## src/rtl/exc_sine_pkg.sv

```systemverilog
package exc_sine_pkg;

    // Output sample and angle widths
    parameter int OUT_W     = 16;
    parameter int ANGLE_W   = 16;
    // Extra fractional bits inside the rotator
    parameter int GUARD_W   = 4;
    parameter int Z_FRAC_W  = 4;
    parameter int MAX_ITER  = 16;

    localparam int XY_W     = OUT_W + GUARD_W + 2;
    localparam int Z_W      = ANGLE_W + Z_FRAC_W + 2;
    localparam int FS_OUT   = (2 ** (OUT_W - 1)) - 1;
    // 1/K in Q0.16, K being the accumulated CORDIC gain
    localparam longint KINV_Q16 = 39797;

    typedef logic signed [XY_W-1:0]  xy_t;
    typedef logic signed [Z_W-1:0]   z_t;
    typedef logic signed [OUT_W-1:0] sample_t;
    typedef logic [ANGLE_W-1:0]      angle_t;

    typedef struct packed {
        logic vld;   // carries a real sample
        logic neg;   // result needs a sign flip after the fold
        xy_t  x;
        xy_t  y;
        z_t   z;     // residual angle, 2^(ANGLE_W+Z_FRAC_W) per turn
    } rot_state_t;

    // Micro-rotation angle atan(2^-idx), scaled to 2^20 counts per turn
    function automatic int atan_step(input int idx);
        case (idx)
            0:  return 131072;
            1:  return 77376;
            2:  return 40883;
            3:  return 20753;
            4:  return 10417;
            5:  return 5213;
            6:  return 2607;
            7:  return 1304;
            8:  return 652;
            9:  return 326;
            10: return 163;
            11: return 81;
            12: return 41;
            13: return 20;
            14: return 10;
            15: return 5;
            default: return 0;
        endcase
    endfunction

    // Initial x preloaded with full scale divided by the CORDIC gain
    function automatic xy_t x_preload();
        longint fs_g;
        fs_g = longint'(FS_OUT) <<< GUARD_W;
        return xy_t'((fs_g * KINV_Q16) >>> 16);
    endfunction

endpackage

```

## src/rtl/exc_phase_acc.sv

```systemverilog
module exc_phase_acc
    import exc_sine_pkg::*;
#(
    parameter int PHASE_W = 32,
    parameter int DIV_W   = 16
) (
    input  logic               clk,
    input  logic               rst,
    input  logic               en,
    input  logic [PHASE_W-1:0] phase_inc,
    input  logic [DIV_W-1:0]   rate_div,
    output logic               tick,
    output angle_t             angle,
    output logic [PHASE_W-1:0] phase_q
);

    logic [DIV_W-1:0] div_cnt;

    assign tick  = en && (div_cnt == '0);
    assign angle = phase_q[PHASE_W-1 -: ANGLE_W];

    always_ff @(posedge clk) begin
        if (rst) begin
            div_cnt <= '0;
            phase_q <= '0;
        end else if (!en) begin
            div_cnt <= '0;
        end else begin
            if (div_cnt >= rate_div) begin
                div_cnt <= '0;
            end else begin
                div_cnt <= div_cnt + 1'b1;
            end
            if (tick) begin
                phase_q <= phase_q + phase_inc;
            end
        end
    end

endmodule

```

## src/rtl/exc_quad_fold.sv

```systemverilog
module exc_quad_fold
    import exc_sine_pkg::*;
(
    input  logic       clk,
    input  logic       rst,
    input  logic       en,
    input  logic       tick,
    input  angle_t     angle,
    output rot_state_t st_q
);

    localparam angle_t HALF_TURN = {1'b1, {(ANGLE_W-1){1'b0}}};
    localparam xy_t    X0        = x_preload();

    logic   flip;
    angle_t folded;
    z_t     z_init;

    // Quadrants 1 and 2 are moved by half a turn; sin(a+pi) = -sin(a)
    assign flip   = angle[ANGLE_W-1] ^ angle[ANGLE_W-2];
    assign folded = flip ? (angle + HALF_TURN) : angle;
    assign z_init = z_t'($signed(folded)) <<< Z_FRAC_W;

    always_ff @(posedge clk) begin
        if (rst || !en) begin
            st_q.vld <= 1'b0;
        end else begin
            st_q.vld <= tick;
        end
        st_q.neg <= flip;
        st_q.x   <= X0;
        st_q.y   <= '0;
        st_q.z   <= z_init;
    end

endmodule

```

## src/rtl/exc_cordic_stage.sv

```systemverilog
module exc_cordic_stage
    import exc_sine_pkg::*;
#(
    parameter int IDX = 0
) (
    input  logic       clk,
    input  logic       rst,
    input  logic       en,
    input  rot_state_t st_d,
    output rot_state_t st_q
);

    localparam z_t STEP = z_t'(atan_step(IDX));

    xy_t x_in;
    xy_t y_in;
    z_t  z_in;
    xy_t x_sh;
    xy_t y_sh;
    xy_t x_nx;
    xy_t y_nx;
    z_t  z_nx;

    assign x_in = st_d.x;
    assign y_in = st_d.y;
    assign z_in = st_d.z;
    assign x_sh = x_in >>> IDX;
    assign y_sh = y_in >>> IDX;

    always_comb begin
        if (!z_in[Z_W-1]) begin
            x_nx = x_in - y_sh;
            y_nx = y_in + x_sh;
            z_nx = z_in - STEP;
        end else begin
            x_nx = x_in + y_sh;
            y_nx = y_in - x_sh;
            z_nx = z_in + STEP;
        end
    end

    always_ff @(posedge clk) begin
        if (rst || !en) begin
            st_q.vld <= 1'b0;
        end else begin
            st_q.vld <= st_d.vld;
        end
        st_q.neg <= st_d.neg;
        st_q.x   <= x_nx;
        st_q.y   <= y_nx;
        st_q.z   <= z_nx;
    end

endmodule

```

## src/rtl/exc_sample_out.sv

```systemverilog
module exc_sample_out
    import exc_sine_pkg::*;
#(
    parameter int N_TAPS = 2
) (
    input  logic       clk,
    input  logic       rst,
    input  logic       en,
    input  rot_state_t st_d,
    output sample_t    tap_sample [N_TAPS],
    output logic       tap_valid  [N_TAPS]
);

    localparam xy_t SAT_HI   = xy_t'(FS_OUT);
    localparam xy_t SAT_LO   = -xy_t'(FS_OUT);
    localparam xy_t HALF_LSB = xy_t'(2 ** (GUARD_W - 1));

    xy_t     y_in;
    xy_t     rounded;
    xy_t     clipped;
    xy_t     signed_v;
    sample_t result;

    assign y_in    = st_d.y;
    assign rounded = (y_in + HALF_LSB) >>> GUARD_W;

    always_comb begin
        if (rounded > SAT_HI) begin
            clipped = SAT_HI;
        end else if (rounded < SAT_LO) begin
            clipped = SAT_LO;
        end else begin
            clipped = rounded;
        end
        signed_v = st_d.neg ? -clipped : clipped;
        result   = signed_v[OUT_W-1:0];
    end

    for (genvar g = 0; g < N_TAPS; g++) begin : g_tap
        always_ff @(posedge clk) begin
            if (rst || !en) begin
                tap_sample[g] <= '0;
                tap_valid[g]  <= 1'b0;
            end else begin
                tap_valid[g] <= st_d.vld;
                if (st_d.vld) begin
                    tap_sample[g] <= result;
                end
            end
        end
    end

endmodule

```

## src/rtl/exc_sine_gen.sv

```systemverilog
module exc_sine_gen
    import exc_sine_pkg::*;
#(
    parameter int PHASE_W = 32,
    parameter int DIV_W   = 16,
    parameter int ITER    = MAX_ITER
) (
    input  logic               clk,
    input  logic               rst,
    input  logic               en,
    input  logic [PHASE_W-1:0] phase_inc,
    input  logic [DIV_W-1:0]   rate_div,
    output logic [OUT_W-1:0]   exc_sample,
    output logic               exc_valid,
    output logic [OUT_W-1:0]   ref_sample,
    output logic               ref_valid
);

    localparam int N_TAPS  = 2;
    localparam int TAP_EXC = 0;
    localparam int TAP_REF = 1;

    logic               tick;
    angle_t             angle;
    logic [PHASE_W-1:0] phase_q;
    rot_state_t         pipe [ITER+1];
    sample_t            tap_sample [N_TAPS];
    logic               tap_valid  [N_TAPS];

    exc_phase_acc #(
        .PHASE_W (PHASE_W),
        .DIV_W   (DIV_W)
    ) u_phase (
        .clk       (clk),
        .rst       (rst),
        .en        (en),
        .phase_inc (phase_inc),
        .rate_div  (rate_div),
        .tick      (tick),
        .angle     (angle),
        .phase_q   (phase_q)
    );

    exc_quad_fold u_fold (
        .clk   (clk),
        .rst   (rst),
        .en    (en),
        .tick  (tick),
        .angle (angle),
        .st_q  (pipe[0])
    );

    for (genvar i = 0; i < ITER; i++) begin : g_iter
        exc_cordic_stage #(
            .IDX (i)
        ) u_stage (
            .clk  (clk),
            .rst  (rst),
            .en   (en),
            .st_d (pipe[i]),
            .st_q (pipe[i+1])
        );
    end

    exc_sample_out #(
        .N_TAPS (N_TAPS)
    ) u_out (
        .clk        (clk),
        .rst        (rst),
        .en         (en),
        .st_d       (pipe[ITER]),
        .tap_sample (tap_sample),
        .tap_valid  (tap_valid)
    );

    assign exc_sample = tap_sample[TAP_EXC];
    assign exc_valid  = tap_valid[TAP_EXC];
    assign ref_sample = tap_sample[TAP_REF];
    assign ref_valid  = tap_valid[TAP_REF];

endmodule

```

## config.mk

```make
export PLATFORM = sky130hd
export DESIGN_NAME = exc_sine_gen
export DESIGN_NICKNAME = d
export VERILOG_FILES = /design/src/rtl/exc_sine_pkg.sv /design/src/rtl/exc_phase_acc.sv /design/src/rtl/exc_quad_fold.sv /design/src/rtl/exc_cordic_stage.sv /design/src/rtl/exc_sample_out.sv /design/src/rtl/exc_sine_gen.sv
export SDC_FILE = /design/constraint.sdc
export NUM_CORES = 2
export LEC_CHECK = 0
export BUFFER_PORTS_ARGS = -buffer_cell sky130_fd_sc_hd__clkbuf_2
export CORE_MARGIN = 2
export CORE_UTILIZATION = 55
export DETAILED_ROUTE_END_ITERATION = 7
export GPL_TIMING_DRIVEN = 0
export PLACE_DENSITY = 0.71
export SETUP_SLACK_MARGIN = 0.02
export SLEW_MARGIN = 20
export SYNTH_ARGS = -nofsm -noshare
export SYNTH_HDL_FRONTEND = slang
export SYNTH_HIERARCHICAL = 1
export SYNTH_SLANG_ARGS = --single-unit
```

## constraint.sdc

```tcl
create_clock -name clk -period 6.6 [get_ports clk]
set_input_delay 0.66 -clock clk [delete_from_list [all_inputs] [get_ports clk]]
set_output_delay 0.66 -clock clk [all_outputs]
set_load 0.03 [all_outputs]
```

# After elaboration in Yosys (flattened, before gate mapping)
# Cells that the tools add are included.
word_totals:
  ff_bits: 1105
  input_bits: 51
  output_inout_bits: 34
op_classes:
  add_sub_neg: 93
  order_cmp: 3
  muxes: 49
  n_bitwise: 2
  reduce_logical: 6
op_table:
  columns: ["cell", "count"]
  rows:
  - ["22-bit two-way mux", 45]
  - ["16-bit two-way mux", 4]
  - ["22-bit by 10-bit adder with 22-bit output", 2]
  - ["22-bit by 11-bit adder with 22-bit output", 2]
  - ["22-bit by 12-bit adder with 22-bit output", 2]
  - ["22-bit by 13-bit adder with 22-bit output", 2]
  - ["22-bit by 14-bit adder with 22-bit output", 2]
  - ["22-bit by 15-bit adder with 22-bit output", 2]
  - ["22-bit by 16-bit adder with 22-bit output", 2]
  - ["22-bit by 17-bit adder with 22-bit output", 2]
  - ["22-bit by 18-bit adder with 22-bit output", 2]
  - ["22-bit by 19-bit adder with 22-bit output", 2]
  - ["22-bit by 20-bit adder with 22-bit output", 2]
  - ["22-bit by 5-bit adder with 22-bit output (second input constant)", 2]
  - ["22-bit by 8-bit adder with 22-bit output", 2]
  - ["22-bit by 9-bit adder with 22-bit output", 2]
  - ["22-bit by 10-bit subtractor with 22-bit output", 2]
  - ["22-bit by 11-bit subtractor with 22-bit output", 2]
  - ["22-bit by 12-bit subtractor with 22-bit output", 2]
  - ["22-bit by 13-bit subtractor with 22-bit output", 2]
  - ["22-bit by 14-bit subtractor with 22-bit output", 2]
  - ["22-bit by 15-bit subtractor with 22-bit output", 2]
  - ["22-bit by 16-bit subtractor with 22-bit output", 2]
  - ["22-bit by 17-bit subtractor with 22-bit output", 2]
  - ["other kinds (55)", 60]

# Depth between registers and ports, before layout
depth:
  word_depth: 6
  ltp_mapped: 16
  mapped_depth_nobuf: 16

# Modules after synthesis
# The synthesis kept the hierarchy.
modules_own_cells:
  columns: ["module", "instances", "cells_each", "area_per_inst_um2", "seq_area_each_um2"]
  rows:
  - ["exc_cordic_stage at g_iter[3].u_stage", 1, 623, 5320.1, 1361.3]
  - ["exc_cordic_stage at g_iter[11].u_stage", 1, 609, 5281.3, 1361.3]
  - ["exc_cordic_stage at g_iter[2].u_stage", 1, 620, 5270.1, 1361.3]
  - ["exc_cordic_stage at g_iter[6].u_stage", 1, 604, 5260.0, 1361.3]
  - ["exc_cordic_stage at g_iter[4].u_stage", 1, 632, 5245.0, 1361.3]
  - ["exc_cordic_stage at g_iter[12].u_stage", 1, 596, 5201.2, 1361.3]
  - ["exc_cordic_stage at g_iter[5].u_stage", 1, 588, 5171.2, 1361.3]
  - ["exc_cordic_stage at g_iter[8].u_stage", 1, 577, 5036.1, 1361.3]
  - ["exc_cordic_stage at g_iter[15].u_stage", 1, 597, 5007.3, 1361.3]
  - ["exc_cordic_stage at g_iter[0].u_stage", 1, 600, 4987.3, 1341.3]
  - ["exc_cordic_stage at g_iter[9].u_stage", 1, 565, 4987.3, 1361.3]
  - ["exc_cordic_stage at g_iter[13].u_stage", 1, 567, 4971.0, 1361.3]
  - ["exc_cordic_stage at g_iter[10].u_stage", 1, 547, 4944.7, 1361.3]
  - ["exc_cordic_stage at g_iter[14].u_stage", 1, 557, 4917.2, 1361.3]
  - ["+5 rows", null, null, null, null]

# Worst setup path before layout
# No wires, ideal clock.
synth_timing:
  path_kind: "reg2reg"
  start: "register g_iter[14].u_stage/st_q[41] (netlist name)"
  end: "register, netlist name g_iter[15].u_stage/st_q[65]"
  setup_time_ns: 0.120
  arrival_ns: 3.453
  required_ns: 6.480
  setup_slack_ns: 3.027
  path_stages_with_launch: 14
  path_buffers: 1
  cell_sequence: "dfxtp_1 or3_1 or3b_2 nand2b_1 ha_1 a21oi_1 ha_1 clkbuf_1 nand2_1 or3_1 o311a_1 o31ai_1 a21oi_1 xnor2_1"
synth_rtl:
  columns: ["element", "line_no", "source"]
  rows:
  - ["start: declaration", "exc_cordic_stage.sv:10", "output rot_state_t st_q"]

# Worst setup path after layout
layout_timing:
  start: "register g_iter[8].u_stage/st_q[21] (netlist name)"
  end: "register g_iter[9].u_stage/st_q[21] (netlist name)"
layout_via:
  elab_chain_len: 2
  word_cells_on_any_way: 3
layout_rtl:
  columns: ["element", "line_no", "source"]
  rows:
  - ["start: declaration", "exc_cordic_stage.sv:10", null]
  - ["22-bit by 10-bit subtractor with 22-bit output / 22-bit by 10-bit adder with 22-bit output (equally long branches)", "exc_cordic_stage.sv:34, exc_cordic_stage.sv:38", null]
  - ["22-bit two-way mux *", "exc_cordic_stage.sv:31", "if (!z_in[Z_W-1]) begin"]
  - ["net g_iter[9].u_stage.z_nx[21]", "exc_cordic_stage.sv:22", "z_t z_nx;"]
  - ["end: declaration", "exc_cordic_stage.sv:10", null]
# Mark *: on every way through the listed nets, which the timed path passes. The rest lies on a longest branch.
# A chain may end at the register's enable or synchronous reset.

==> impl_metrics.tcl <==
set metrics [dict create \
    hp-class "in2reg" \
    rrSetupSlack_ps 1390 \
    worst_pin_slew_ps 1110 \
    core_area_um2 152000 \
    clock_path_buffers 3 \
    grt_start_max_net_pins 28 \
    max_clock_freq_mhz 192 \
    ant_nets 0 \
    drv_cap 0 \
    viasPerCell 5.87 \
    die_x_um 394 \
    layout-drive-gt1-share_pct 7.19 \
    synth_warnings 6 \
    layout.nets 11200 \
    rsz0062_at_grt "no" \
    start_kind "flop" \
    holdBufCountCts 0 \
    dieArea_um2 155000 \
    final_area_um2 91000 \
    track_usage_pct 26.4 \
    cts_resized 0 \
    start_util_pct 55.2 \
    root_buffer "clkbuf_16" \
    required_ps 7200 \
    dpl_cell_area_um2 86800 \
    endpoint_kind "flop" \
    crit_type "reg2reg" \
    final-max-slew-violation-count 0 \
    post-cts-setup-buffer-count 0 \
    fin_tns_setup_ps 0 \
    hold_viol 0 \
    finalSetupViolCount 0 \
    post-route-period-util_pct 78.9 \
    drc 0 \
    gp_congestion 0.956 \
    relSlewSlack_pct 25.5 \
    antenna_found_initial 5 \
    area_growth_pct 8.82 \
    wire_per_inst_um 17.6 \
    grt_pass1_vias 68200 \
    cts-htree-levels 3 \
    finalWorstPathRequiredPeriod_ps 5210 \
    path_clk_slew_ps 70 \
    clock_latency_ps 760 \
    first_pass_iters 6 \
    die_h_um 394 \
    numCtsBuffers 118 \
    cts_sinks 1085 \
    num_vias 71100 \
    syn_area_um2 83600 \
    skew_ps 27.9 \
    grt_pass1_wl_mm 345 \
    syn_inst 9727 \
    path_max_fanout 17 \
    boundaryPins 85 \
    fp-row-count 143 \
    drt_wl_total_mm 213 \
    critPathArrivalTime_ps 5810 \
    dpl.hpwl_mm 170 \
    status "finished, final reports clean" \
    tritoncts "yes" \
    overflow 0 \
    port_buffers 84 \
    drt-initial-drc-count 4687 \
    avgSynthCellArea_um2 8.60 \
]
==> sequential cells by signal (all words and copies together) (netlist names) <==
register             cells
u_out/tap_sample        16
u_out/tap_valid          1
u_phase/div_cnt         16
u_phase/phase_q         32
g_iter.u_stage/st_q   1002
u_fold/st_q             18
==> critical path, cell delays in order, from the launching register on <==
cell	delay, ps
dfxtp_1	660
clkbuf_1	500
clkbuf_1	780
inv_1	580
ha_1	500
nor2b_1	170
o211ai_1	220
a31oi_1	170
o41ai_2	500
o21ai_1	190
a311o_1	380
a221oi_1	400
==> worst paths after layout <==
| check | startpoint | cells after the start | to |
|---|---|---|---|
| worst max-delay path | g_iter[8].u_stage/st_q[21] | 11 | g_iter[9].u_stage/st_q[21] |
| worst min-delay path | phase_inc[31] | 3 | u_phase/phase_q[31] |
| worst max register to register | g_iter[8].u_stage/st_q[21] | 11 | g_iter[9].u_stage/st_q[21] |
| worst min register to register | g_iter[6].u_stage/st_q[1] | 0 | g_iter[7].u_stage/st_q[1] |
==> cells in the final DEF (no fill, tap or decap), types with 57 or more instances in the layout <==
| cell | count |
|---|---|
| mux2i_1 | 79 |
| nor2_1 | 745 |
| ha_1 | 1104 |
| clkbuf_1 | 142 |
| xnor2_1 | 751 |
| nand4_1 | 94 |
| clkbuf_2 | 85 |
| a211oi_1 | 124 |
| o21ai_1 | 66 |
| inv_1 | 441 |
| nand2b_1 | 76 |
| o21a_1 | 141 |
| dfxtp_1 | 1085 |
| nor4_1 | 57 |
| xor2_1 | 429 |
| a31oi_1 | 128 |
| o21ai_0 | 439 |
| o21bai_1 | 93 |
| nand3_1 | 164 |
| nor3_1 | 216 |
| nand2_1 | 561 |
| buf_4 | 72 |
| nor2b_1 | 99 |
| a21oi_1 | 998 |
| and3_1 | 76 |
| clkbuf_16 | 120 |
| o211ai_1 | 70 |
| a21o_1 | 409 |
==> cell type report <==
class / instances / area (um^2)
Inverter: 446 / 1670
Clock buffer: 149 / 3310
Clock inverter: 67 / 920
Tap cell: 2030 / 2540
Multi-Input combinational cell: 7968 / 58900
Timing Repair Buffer: 84 / 420
Antenna cell: 1 / 2.50
Fill cell: 13400 / 60500
Buffer: 274 / 1500
Sequential cell: 1085 / 21700
==> routing by layer <==
metal,GRT usage (%),share of wire [%]
met5,0,0.011
met4,9.71,3.4
met3,2.60,4.2
met2,45.7,47
met1,33.9,45
==> stage by stage <==
stage	cells	setup slack [ps]	hold WS [ps]	util, %
floorplan	9773	3060	310	-
global placement	11900	1320	310	57.2
detailed placement	11900	1290	312	57.3
CTS	12100	1280	229	60.0
global route	12100	1040	307	60.0
finish	12100	1390	309	60.0
Power is left out: the tool's default activity adds up to more than one toggle a clock period on the data nets, which glitch-free logic cannot reach.
